==> src/rtl/alu8_pkg.sv <==
package alu8_pkg;
    typedef enum logic [2:0] {
        OP_ADD   = 3'd0,
        OP_ADC   = 3'd1,
        OP_SUB   = 3'd2,
        OP_SBC   = 3'd3,
        OP_ADDW  = 3'd4,
        OP_SETC  = 3'd5,
        OP_CPLC  = 3'd6,
        OP_HOLD  = 3'd7
    } alu_op_e;

    localparam int FL_Z = 7;
    localparam int FL_N = 6;
    localparam int FL_H = 5;
    localparam int FL_C = 4;
endpackage

==> src/rtl/alu8_addsub.sv <==
module alu8_addsub #(
    parameter int W   = 8,
    parameter int NIB = 4
) (
    input  logic [W-1:0] a_i,
    input  logic [W-1:0] b_i,
    input  logic         cin_i,
    input  logic         sub_i,
    output logic [W-1:0] res_o,
    output logic         carry_o,
    output logic         half_o
);
    logic [W:0]   full;
    logic [NIB:0] low;

    always_comb begin
        if (sub_i) begin
            full = {1'b0, a_i} - {1'b0, b_i} - {{W{1'b0}}, cin_i};
            low  = {1'b0, a_i[NIB-1:0]} - {1'b0, b_i[NIB-1:0]} - {{NIB{1'b0}}, cin_i};
        end else begin
            full = {1'b0, a_i} + {1'b0, b_i} + {{W{1'b0}}, cin_i};
            low  = {1'b0, a_i[NIB-1:0]} + {1'b0, b_i[NIB-1:0]} + {{NIB{1'b0}}, cin_i};
        end
        res_o   = full[W-1:0];
        carry_o = full[W];
        half_o  = low[NIB];
    end
endmodule

==> src/rtl/alu8_wide_add.sv <==
module alu8_wide_add #(
    parameter int W   = 8,
    parameter int NIB = 4
) (
    input  logic [2*W-1:0] a_i,
    input  logic [2*W-1:0] b_i,
    output logic [2*W-1:0] res_o,
    output logic           carry_o,
    output logic           half_o
);
    localparam int WW = 2 * W;
    localparam int HB = WW - NIB;

    logic [WW:0] full;
    logic [HB:0] part;

    always_comb begin
        full    = {1'b0, a_i} + {1'b0, b_i};
        part    = {1'b0, a_i[HB-1:0]} + {1'b0, b_i[HB-1:0]};
        res_o   = full[WW-1:0];
        carry_o = full[WW];
        half_o  = part[HB];
    end
endmodule

==> src/rtl/alu8_core.sv <==
module alu8_core
    import alu8_pkg::*;
#(
    parameter int W   = 8,
    parameter int NIB = 4
) (
    input  logic           clk,
    input  logic           rst_n,
    input  logic [2:0]     op_i,
    input  logic [2*W-1:0] dst_i,
    input  logic [2*W-1:0] src_i,
    input  logic [7:0]     flags_i,
    output logic [2*W-1:0] res_o,
    output logic [7:0]     flags_o
);
    localparam int WW = 2 * W;

    typedef struct packed {
        logic [WW-1:0] res;
        logic [7:0]    flags;
    } state_t;

    state_t  st_d, st_q;
    alu_op_e op;

    logic [W-1:0]  narrow_res;
    logic          narrow_c, narrow_h, narrow_cin, narrow_sub;
    logic [WW-1:0] wide_res;
    logic          wide_c, wide_h;

    assign op         = alu_op_e'(op_i);
    assign narrow_sub = (op == OP_SUB) || (op == OP_SBC);
    assign narrow_cin = ((op == OP_ADC) || (op == OP_SBC)) ? flags_i[FL_C] : 1'b0;

    alu8_addsub #(.W(W), .NIB(NIB)) u_addsub (
        .a_i    (dst_i[W-1:0]),
        .b_i    (src_i[W-1:0]),
        .cin_i  (narrow_cin),
        .sub_i  (narrow_sub),
        .res_o  (narrow_res),
        .carry_o(narrow_c),
        .half_o (narrow_h)
    );

    alu8_wide_add #(.W(W), .NIB(NIB)) u_wide (
        .a_i    (dst_i),
        .b_i    (src_i),
        .res_o  (wide_res),
        .carry_o(wide_c),
        .half_o (wide_h)
    );

    always_comb begin
        st_d       = '0;
        st_d.res   = dst_i;
        st_d.flags = {flags_i[7:4], 4'b0000};
        unique case (op)
            OP_ADD, OP_ADC, OP_SUB, OP_SBC: begin
                st_d.res         = {{W{1'b0}}, narrow_res};
                st_d.flags[FL_Z] = (narrow_res == '0);
                st_d.flags[FL_N] = narrow_sub;
                st_d.flags[FL_H] = narrow_h;
                st_d.flags[FL_C] = narrow_c;
            end
            OP_ADDW: begin
                st_d.res         = wide_res;
                st_d.flags[FL_N] = 1'b0;
                st_d.flags[FL_H] = wide_h;
                st_d.flags[FL_C] = wide_c;
            end
            OP_SETC: begin
                st_d.flags[FL_N] = 1'b0;
                st_d.flags[FL_H] = 1'b0;
                st_d.flags[FL_C] = 1'b1;
            end
            OP_CPLC: begin
                st_d.flags[FL_N] = 1'b0;
                st_d.flags[FL_H] = 1'b0;
                st_d.flags[FL_C] = ~flags_i[FL_C];
            end
            default: ;
        endcase
    end

    always_ff @(posedge clk) begin
        if (!rst_n) st_q <= '0;
        else        st_q <= st_d;
    end

    assign res_o   = st_q.res;
    assign flags_o = st_q.flags;


    sub_sets_n_chk: assert property (@(posedge clk) disable iff (!rst_n)
        (op_i == OP_SUB || op_i == OP_SBC) |=> flags_o[FL_N]);


    wide_keeps_z_chk: assert property (@(posedge clk) disable iff (!rst_n)
        (op_i == OP_ADDW) |=> (flags_o[FL_Z] == $past(flags_i[FL_Z])) && !flags_o[FL_N]);


    setc_flags_chk: assert property (@(posedge clk) disable iff (!rst_n)
        (op_i == OP_SETC) |=> flags_o[FL_C] && !flags_o[FL_N] && !flags_o[FL_H]
                              && (res_o == $past(dst_i)));


    cplc_flags_chk: assert property (@(posedge clk) disable iff (!rst_n)
        (op_i == OP_CPLC) |=> (flags_o[FL_C] != $past(flags_i[FL_C])) && !flags_o[FL_N]
                              && !flags_o[FL_H]);


    narrow_upper_zero_chk: assert property (@(posedge clk) disable iff (!rst_n)
        (op_i <= OP_SBC) |=> (res_o[WW-1:W] == '0) && (flags_o[3:0] == 4'b0000));


    zero_add_chk: assert property (@(posedge clk) disable iff (!rst_n)
        (op_i == OP_ADD && dst_i[W-1:0] == '0 && src_i[W-1:0] == '0) |=> (flags_o == 8'h80));
endmodule

==> config.mk <==
export PLATFORM = sky130hd
export DESIGN_NAME = alu8_core
export DESIGN_NICKNAME = d
export VERILOG_FILES = /design/src/rtl/alu8_pkg.sv /design/src/rtl/alu8_addsub.sv /design/src/rtl/alu8_wide_add.sv /design/src/rtl/alu8_core.sv
export SDC_FILE = /design/constraint.sdc
export NUM_CORES = 1
export LEC_CHECK = 0
export ABC_AREA = 1
export BUFFER_PORTS_ARGS = -buffer_cell sky130_fd_sc_hd__buf_2
export CORE_MARGIN = 3
export CORE_UTILIZATION = 40
export CTS_CLUSTER_DIAMETER = 60
export DETAILED_ROUTE_END_ITERATION = 16
export SYNTH_ARGS = -nofsm -noshare
export SYNTH_HDL_FRONTEND = slang
export SYNTH_SLANG_ARGS = --single-unit
==> constraint.sdc <==
create_clock -name clk -period 3.9 [get_ports clk]
set_input_delay 1.17 -clock clk [delete_from_list [all_inputs] [get_ports clk]]
set_output_delay 1.17 -clock clk [all_outputs]
set_load 0.005 [all_outputs]
==> results of run 1 <==
[layer usage]
metal | up-vias | global-route usage
met5 | - | 0
met4 | 0 | 0.01841
met3 | 4 | 0.04278
met2 | 116 | 0.3146
met1 | 1216 | 0.2874
li1 | 1476 | -
[path summary, 6_finish.rpt]
kind	from	end	slack (ns)
setup / recovery	op_i[0]	flags_o[4]	0.46
hold / removal	rst_n	res_o[1]	1.11
[cell type report]
| cell class | instances | area (um2) |
|---|---|---|
| inverters | 62 | 237.7 |
| clock buffers | 3 | 41.29 |
| repair buffers | 61 | 307.8 |
| clock inverters | 1 | 30.03 |
| well taps | 75 | 93.84 |
| flip-flops and latches | 20 | 400.4 |
| fillers | 666 | 3063 |
| multi-input cells | 328 | 1887 |
[registers in the layout, summed over array words and instances, names as in the netlist]
name     cells
flags_o      4
res_o       16
[cell usage in the layout (no fill, tap or decap), drive strengths merged, types with 2 or more instances in the layout]
master	netlist	routed
nand3	49	49
nand4	4	4
nand3b	4	4
a21oi	31	31
clkbuf	1	3
o21ai	13	13
nor3	7	7
ha	30	30
or2	2	2
a31oi	10	10
dfxtp	20	20
conb	1	4
buf	8	61
fa	5	5
o21bai	4	4
nand2	126	126
a21o	2	2
inv	61	61
nor2	29	29
[tightest hold or removal path: cells and delay by family]
family | cells | cell delay [ns]
simple gates | 1 | 0.05
buf+inv | 2 | 0.13
[power by group through the flow]
stage	clock (mW)	sequential, mW	combinational, mW
after global placement	0	0.228	0.374
after floorplan	0	0.231	0.270
after global routing	0.229	0.225	0.437
after detailed placement	0	0.228	0.379
after CTS	0.225	0.224	0.381
final	0.219	0.223	0.383
[kinds of logic (layout without fill, tap and decap cells)]
family,count (synthesis),in the layout
buffers and inverters,71,127
and+or+nand+nor,223,223
AOI/OAI and AO/OA,64,64
DFF,20,20
other,1,4
xor gates and xnor gates,2,2
adders and majority gates,35,35
==> results_dict.tcl, run 1 <==
set metrics [dict create \
    synth_adder_area_share 0.1846 \
    crit_path_max_fanout 5 \
    start_util 0.4251 \
    synth_top_family_by_area "simple AND/OR/NAND/NOR gates" \
    ys_seq_elements 20 \
    final_area_mm2 0.002998 \
    place_congestion 0.9553 \
    ctsHoldBuffers 0 \
    fin_crit_ns 3.436 \
    avgSynthCellArea_um2 6.193 \
    maxCapViolations 0 \
    area_growth_pct 16.37 \
    synth_area_leaders "nand2_1 (18%), dfxtp_1 (16%), ha_1 (15%), nand3_1 (9.5%), inv_1 (8.0%)" \
    holdWs_ns 1.106 \
    synth_top_area_cell "nand2_1" \
    drt_iter0_drc 151 \
    fin_cells 550 \
    p_total_mw 0.8254 \
    synth_top_area_frac 0.1763 \
    cts_inserted_buffers 3 \
    synth.cells.most_frequent "nand2_1 (121), inv_1 (55), nand3_1 (49), ha_1 (30), nor2_1 (28)" \
    cp-start-kind "primary input" \
    fin_ws_ns 0.4636 \
    tns_ns 0 \
    place_inst 546 \
    cts_setup_buffers 0 \
    synth-main-ff-cell "dfxtp_1" \
    setup_viol 0 \
    place_area_mm2 0.002927 \
    met2_length_um 3088 \
    leakage_nw 1.606 \
    switching_share 0.3936 \
    cts_tree "done" \
    cts_max_path_buffers 2 \
    dr_total_vias 2812 \
    yosysSeqAreaShare 0.1554 \
    slowest_stage "fa_1" \
    top_layer "met4" \
    maxSlewHeadroom 0.4936 \
    hpwl_um 5943 \
    antenna_found_initial 0 \
    async_flop_share 0 \
    io_buffers 60 \
    cts-htree-levels 1 \
    die_x_um 86.26 \
    pin_count 69 \
    ir_worst_vdd_mv 0.1495 \
    wirelength_um 7317 \
    ys_types 40 \
    synthSimpleGateAreaFrac 0.3832 \
    pre_cts_slack_ns 0.1873 \
    final_core_util 0.4946 \
    nets 556 \
    rsz0062_at_grt "no" \
    path_common_cell "nand2_1" \
    grt_overflow 0 \
    grt_pass1_vias 2551 \
    die_h_um 86.26 \
    slew_violations 0 \
    slowest_delay_ns 0.43 \
    worst-path-buf-inv 5 \
    cp.arrival_ns 3.61 \
    hold_viol_final 0 \
    yosysWarnings 0 \
    seqPwrFrac 0.271 \
    row_count 28 \
    yosysMostFrequentCell "nand2_1" \
    min_path_cells 3 \
    crit_chain "buf_2 -> inv_1 -> nor3_1 -> inv_1 -> fa_1 -> fa_1 -> inv_1 -> nand2_1 -> nand2_1 -> nand2_1 -> nand2_1 -> nand2_1 -> nand2_1 -> nand2_1 -> o21ai_0 -> nand3_1 -> nand2_1 -> inv_1" \
    cp.required_ns 4.07 \
    first_pass_iters 5 \
    postSynthCellCount 416 \
    synth.mux.area_fraction 0 \
    max_freq_ghz 0.2910 \
    synth_compound_area_frac 0.1520 \
    fp.coreArea_mm2 0.006061 \
    critical_path.top_delay_family "simple AND/OR/NAND/NOR gates" \
    p_sw_mw 0.3248 \
    synth-edff-count 0 \
    layout-drive-gt1-share 0.1832 \
    root_buffer "clkbuf_8" \
    vias_per_cell 5.113 \
    outcome "completed" \
    synth-xor-area-share 0.006799 \
    p_per_area_mw_per_mm2 275.3 \
    wl_met1_um 3561 \
    fin_crit_sh 0.8811 \
    dr_wl_met3_um 635 \
    antenna_cells 0 \
    grt_util_all_layers 0.1985 \
    mappedNetlistArea_mm2 0.002576 \
    drcViolationCount 0 \
    pwr-share-comb 0.464 \
    crit_path_end_kind "flop" \
    clock_power_share 0.265 \
    power.internal_mw 0.5005 \
    path_class "primary input to flop" \
    clock_sinks 20 \
    path_depth 18 \
    grt_pass1_wl_um 12020 \
    hold_path_class "primary input to flop" \
    tightest_slew_ns 0.7572 \
    ant_nets 0 \
    grt_max_degree 20 \
    path_clk_slew_ns 0.09 \
    dieArea_mm2 0.007440 \
    ctsResizeCount 0 \
    wire_per_inst_um 13.30 \
]
(Power assumes the default switching activity.)
==> run 2: changes to the inputs <==
BUFFER_PORTS_ARGS = unset   (was -buffer_cell sky130_fd_sc_hd__buf_2)
DONT_BUFFER_PORTS = 1   (was unset)
SYNTH_HIERARCHICAL = 1   (was unset)
==> run 2 against run 1 <==
Effect of this change: cell count rose by 9.1%; fmax rose by 3.2%; combinational power fell by 5%; sequential power rose by 2%.
==> results_dict.tcl, run 2 <==
set metrics [dict create \
    outcome "completed" \
    maxCapViolations 0 \
    hold_viol_final 0 \
    dieArea_mm2 0.008576 \
    fin_crit_ns 3.328 \
    final_core_util 0.4358 \
    path_clk_slew_ns 0.06 \
    postSynthCellCount 510 \
    cts_max_path_buffers 2 \
    cts_setup_buffers 0 \
    yosysMostFrequentCell "nand2_1" \
    cts-htree-levels 1 \
    first_pass_iters 4 \
    synth-main-ff-cell "dfxtp_1" \
    largest_reg_flops 16 \
    tns_ns 0 \
    start_util 0.4275 \
    fp.coreArea_mm2 0.007019 \
    ctsHoldBuffers 0 \
    drt_iter0_drc 116 \
    area_growth_pct 1.960 \
    hpwl_um 6221 \
    place_congestion 0.8463 \
    cp.required_ns 4.09 \
    grt_pass1_vias 2616 \
    die_x_um 92.61 \
    slew_violations 0 \
    avgSynthCellArea_um2 5.883 \
    synth_area_leaders "nand2_1 (21%), ha_1 (15%), dfxtp_1 (13%), inv_1 (12%), nand3_1 (12%)" \
    worst-path-buf-inv 4 \
    critical_path.top_delay_family "simple AND/OR/NAND/NOR gates" \
    hold_path_class "primary input to flop" \
    setup_viol 0 \
    grt_overflow 0 \
    cp-start-kind "primary input" \
    dr_total_vias 2931 \
    async_flop_share 0 \
    ir_worst_vdd_mv 0.1008 \
    yosysWarnings 6 \
    cp.arrival_ns 3.52 \
    path_class "primary input to flop" \
    ys_seq_elements 20 \
    final_common_cell "nand2_1" \
    clock_sinks 20 \
    synth_top_area_cell "nand2_1" \
    io_buffers 0 \
    antenna_found_initial 0 \
    slowest_stage "fa_1" \
    drcViolationCount 0 \
    grt_pass1_wl_um 12080 \
    ant_nets 0 \
    synth-edff-count 0 \
    synth_top_area_frac 0.2052 \
    mappedNetlistArea_mm2 0.003000 \
    nets 592 \
    max_freq_ghz 0.3004 \
    cts_inserted_buffers 3 \
    yosysSeqAreaShare 0.1334 \
    place_inst 596 \
    layout_common_cells "nand2_1 (164), inv_1 (99), nand3_1 (69)" \
    crit_chain "inv_2 -> nor3_1 -> inv_1 -> fa_1 -> inv_1 -> fa_1 -> inv_1 -> o21ai_0 -> nand3_1 -> nand2_1 -> nand2_1 -> nand3_1 -> nand2_1 -> nor2_1 -> nand2_1 -> nor2_1 -> nor2_1 -> nor2_1" \
    crit_path_end_kind "flop" \
    ys_types 33 \
    synth.cells.most_frequent "nand2_1 (164), inv_1 (99), nand3_1 (69), ha_1 (37), nor2_1 (28)" \
    antenna_cells 0 \
    cts_tree "done" \
    fin_cells 600 \
    root_buffer "clkbuf_8" \
    slowest_delay_ns 0.38 \
    row_count 30 \
    layout-drive-gt1-share 0.03770 \
    p_total_mw 0.7426 \
    vias_per_cell 4.885 \
    pin_count 69 \
    grt_util_all_layers 0.1692 \
    grt_max_degree 40 \
    die_h_um 92.61 \
    wirelength_um 7146 \
    crit_path_max_fanout 5 \
    p_per_area_mw_per_mm2 242.7 \
    rsz0062_at_grt "no" \
    ctsResizeCount 0 \
    leakage_nw 1.810 \
    fin_crit_sh 0.8534 \
    wire_per_inst_um 11.91 \
]
-- run 2: cell types whose count changed after synthesis, moves of 3 or more --
cell      previous run  this run
inv_1               55        99
nand2_1            121       164
nand3_1             49        69
a31oi_1             10         0
xor2_1               1         9
ha_1                30        37
nand3_2              0         4
o21ai_0              8        12
o21bai_1             4         0
clkbuf_8             0         3
nor3_1               6         3
o21ai_1              3         0
-- run 2: area by class of cell --
cell class / count / area (um2)
inverters: 103 / 386.6
clock buffers: 4 / 55.05
multi-input cells: 377 / 2097
well taps: 96 / 120.1
fillers: 785 / 3960
flip-flops and latches: 20 / 400.4
-- run 2: final timing paths --
kind,to,depth (start not counted),startpoint
max,flags_o[7],18,op_i[0]
min,res_o[2],2,rst_n
-- run 2: per-layer routing --
layer | vias up | track usage | share of wire
li1 | 1560 | - | -
met1 | 1293 | 0.2447 | 0.50
met2 | 74 | 0.2610 | 0.42
met3 | 4 | 0.03493 | 0.079
met4 | 0 | 0.02847 | 0.0042
met5 | - | 0 | 0
-- run 2: cells by family (layout without fill, tap and decap cells) --
group,after synthesis,after routing,share of synthesized area
other cells,1,4,0.001250
fa+ha+maj,42,42,0.1877
flops,20,20,0.1334
xor+xnor,10,10,0.02919
buf+inv,116,107,0.1714
compound gates,39,39,0.06839
simple gates,282,282,0.4087
-- run 2: report_power, final --
part / internal [mW] / leakage, nW / switching (mW)
Sequential: 0.220 / 0.165 / 0.00720
Clock: 0.0897 / 0.0288 / 0.0609
Combinational: 0.135 / 1.62 / 0.229
-- run 2: per-stage QoR --
stage / hold slack (ns) / setup slack [ns] / instance area (um2)
2_1_floorplan: 1.313 / 0.5947 / 3012
3_3_place_gp: 1.275 / 0.3830 / 3004
3_5_place_dp: 1.276 / 0.3324 / 3004
4_1_cts: 1.012 / 0.5893 / 3059
5_1_grt: 1.019 / 0.3116 / 3059
6_report: 1.018 / 0.5716 / 3059
==> run 3: changes to the inputs <==
CORE_MARGIN = unset   (was 3)
CTS_BUF_LIST = sky130_fd_sc_hd__clkbuf_2   (was unset)
==> run 3 against run 2 <==
Effect of this change: clock power shrank 47%; non-clock buffer count is the same; sequential share of layout area grew 0.14 points; global-route usage grew 2.0 points; combinational power grew 1%; die area shrank 8.5%; fmax grew 2.8%; setup slack gained 0.092 ns; final area shrank 1.1%; largest cell class unchanged.
==> results_dict.tcl, run 3 (same netlist as run 2, synthesis figures left out) <==
set metrics [dict create \
    grt_max_degree 40 \
    ctsResizeCount 0 \
    cp-startpoint "op_i[0]" \
    layout-drive-gt1-share 0.03571 \
    place_inst 599 \
    crit_chain "inv_2 -> nor3_1 -> inv_1 -> fa_1 -> inv_1 -> ha_1 -> o21ai_0 -> nand4_1 -> nand3_1 -> nand2_1 -> nor2_1 -> nand2_1 -> nor2_1 -> nor2_1 -> nor2_1" \
    multi_input_area_mm2 0.002097 \
    cp.arrival_ns 3.47 \
    cp.required_ns 4.14 \
    fp.coreArea_mm2 0.007253 \
    slowest_delay_ns 0.53 \
    dr_total_vias 2876 \
    drt_iter0_drc 156 \
    critical_path.top_delay_family "simple AND/OR/NAND/NOR gates" \
    grt_overflow 0 \
    outcome "completed" \
    cts_inserted_buffers 3 \
    p_total_mw 0.6750 \
    root_buffer "clkbuf_2" \
    antenna_cells 0 \
    cts_setup_buffers 0 \
    die_x_um 88.61 \
    switching_share 0.4403 \
    fin_ws_ns 0.6634 \
    path_clk_slew_ns 0.18 \
    p_per_area_mw_per_mm2 223.0 \
    slowest_stage "fa_1" \
    crit_path_end_kind "flop" \
    pwr-share-comb 0.544 \
    pin_count 69 \
    fin_cells 603 \
    maxCapViolations 0 \
    nets 592 \
    hold_viol_final 0 \
    wire_per_inst_um 11.71 \
    dieArea_mm2 0.007851 \
    largest_reg_flops 16 \
    max_freq_ghz 0.3090 \
    wirelength_um 7064 \
    grt_pass1_vias 2620 \
    leakage_nw 1.795 \
    row_count 31 \
    slew_violations 0 \
    p_sw_mw 0.2972 \
    first_pass_iters 4 \
    hpwl_um 6096 \
    antenna_found_initial 0 \
    setup_viol 0 \
    grt_pass1_wl_um 11810 \
    ant_nets 0 \
    rsz0062_at_grt "no" \
    seq_area_um2 400.4 \
    cts_max_path_buffers 2 \
    clock_sinks 20 \
    tns_ns 0 \
    path_class "primary input to flop" \
    hold_path.startpoint "rst_n" \
    path_common_cell "nor2_1" \
    worst-path-buf-inv 3 \
    grt_util_all_layers 0.1891 \
    area_growth_pct 0.8756 \
    cts-htree-levels 1 \
    cp-start-kind "primary input" \
    vias_per_cell 4.769 \
    ir_worst_vdd_mv 0.07650 \
    hold_path_class "primary input to flop" \
    pre_cts_slack_ns 0.3673 \
    ctsHoldBuffers 0 \
    io_buffers 0 \
    fin_crit_sh 0.8299 \
    clock_power_share 0.118 \
    final_common_cell "nand2_1" \
    cts_tree "done" \
    fill_cells 833 \
    power.internal_mw 0.3778 \
    drcViolationCount 0 \
    place_congestion 0.8353 \
    die_h_um 88.61 \
    crit_path_max_fanout 5 \
    fin_crit_ns 3.237 \
    start_util 0.4137 \
    layout_common_cells "nand2_1 (164), inv_1 (99), nand3_1 (69)" \
    seqPwrFrac 0.338 \
]
run 3: cell types whose count changed in the layout (fill, tap and decap cells not counted):
cell      change
clkbuf_8      -4
clkbuf_2      +3
clkinv_1      +1
run 3: cell type report:
class / count / area share
Multi-Input combinational cell: 377 / 0.6928
Sequential cell: 20 / 0.1323
Inverter: 103 / 0.1277
Tap cell: 99 / 0.04093
Clock buffer: 3 / 0.004961
Clock inverter: 1 / 0.001240
run 3: routing by layer:
metal / vias to the layer above / GRT usage / share of wire
li1: 1564 / - / -
met1: 1222 / 0.2699 / 0.50
met2: 82 / 0.3056 / 0.43
met3: 8 / 0.02799 / 0.069
met4: 0 / 0.02933 / 0.0081
met5: - / 0 / 0
run 3: final timing paths:
check / cells past startpoint / slack, ns / endpoint
setup / recovery: 15 / 0.66 / flags_o[7]
hold / removal: 2 / 0.95 / res_o[7]
run 3: through the flow:
step	instance area, um2	utilization	hold WS (ns)
3_5_place_dp	3008	0.4147	1.273
2_1_floorplan	3012	-	1.313
3_3_place_gp	3008	0.4147	1.274
6_report	3027	0.4173	0.9455
4_1_cts	3027	0.4173	0.9370
5_1_grt	3027	0.4173	0.9282
run 3: power groups by stage:
stage / registers [mW] / logic, mW / clock network [mW]
after floorplan: 0.231 / 0.310 / 0
after global placement: 0.232 / 0.361 / 0
after detailed placement: 0.233 / 0.364 / 0
after CTS: 0.228 / 0.366 / 0.0817
after global routing: 0.231 / 0.430 / 0.0890
final: 0.228 / 0.368 / 0.0796
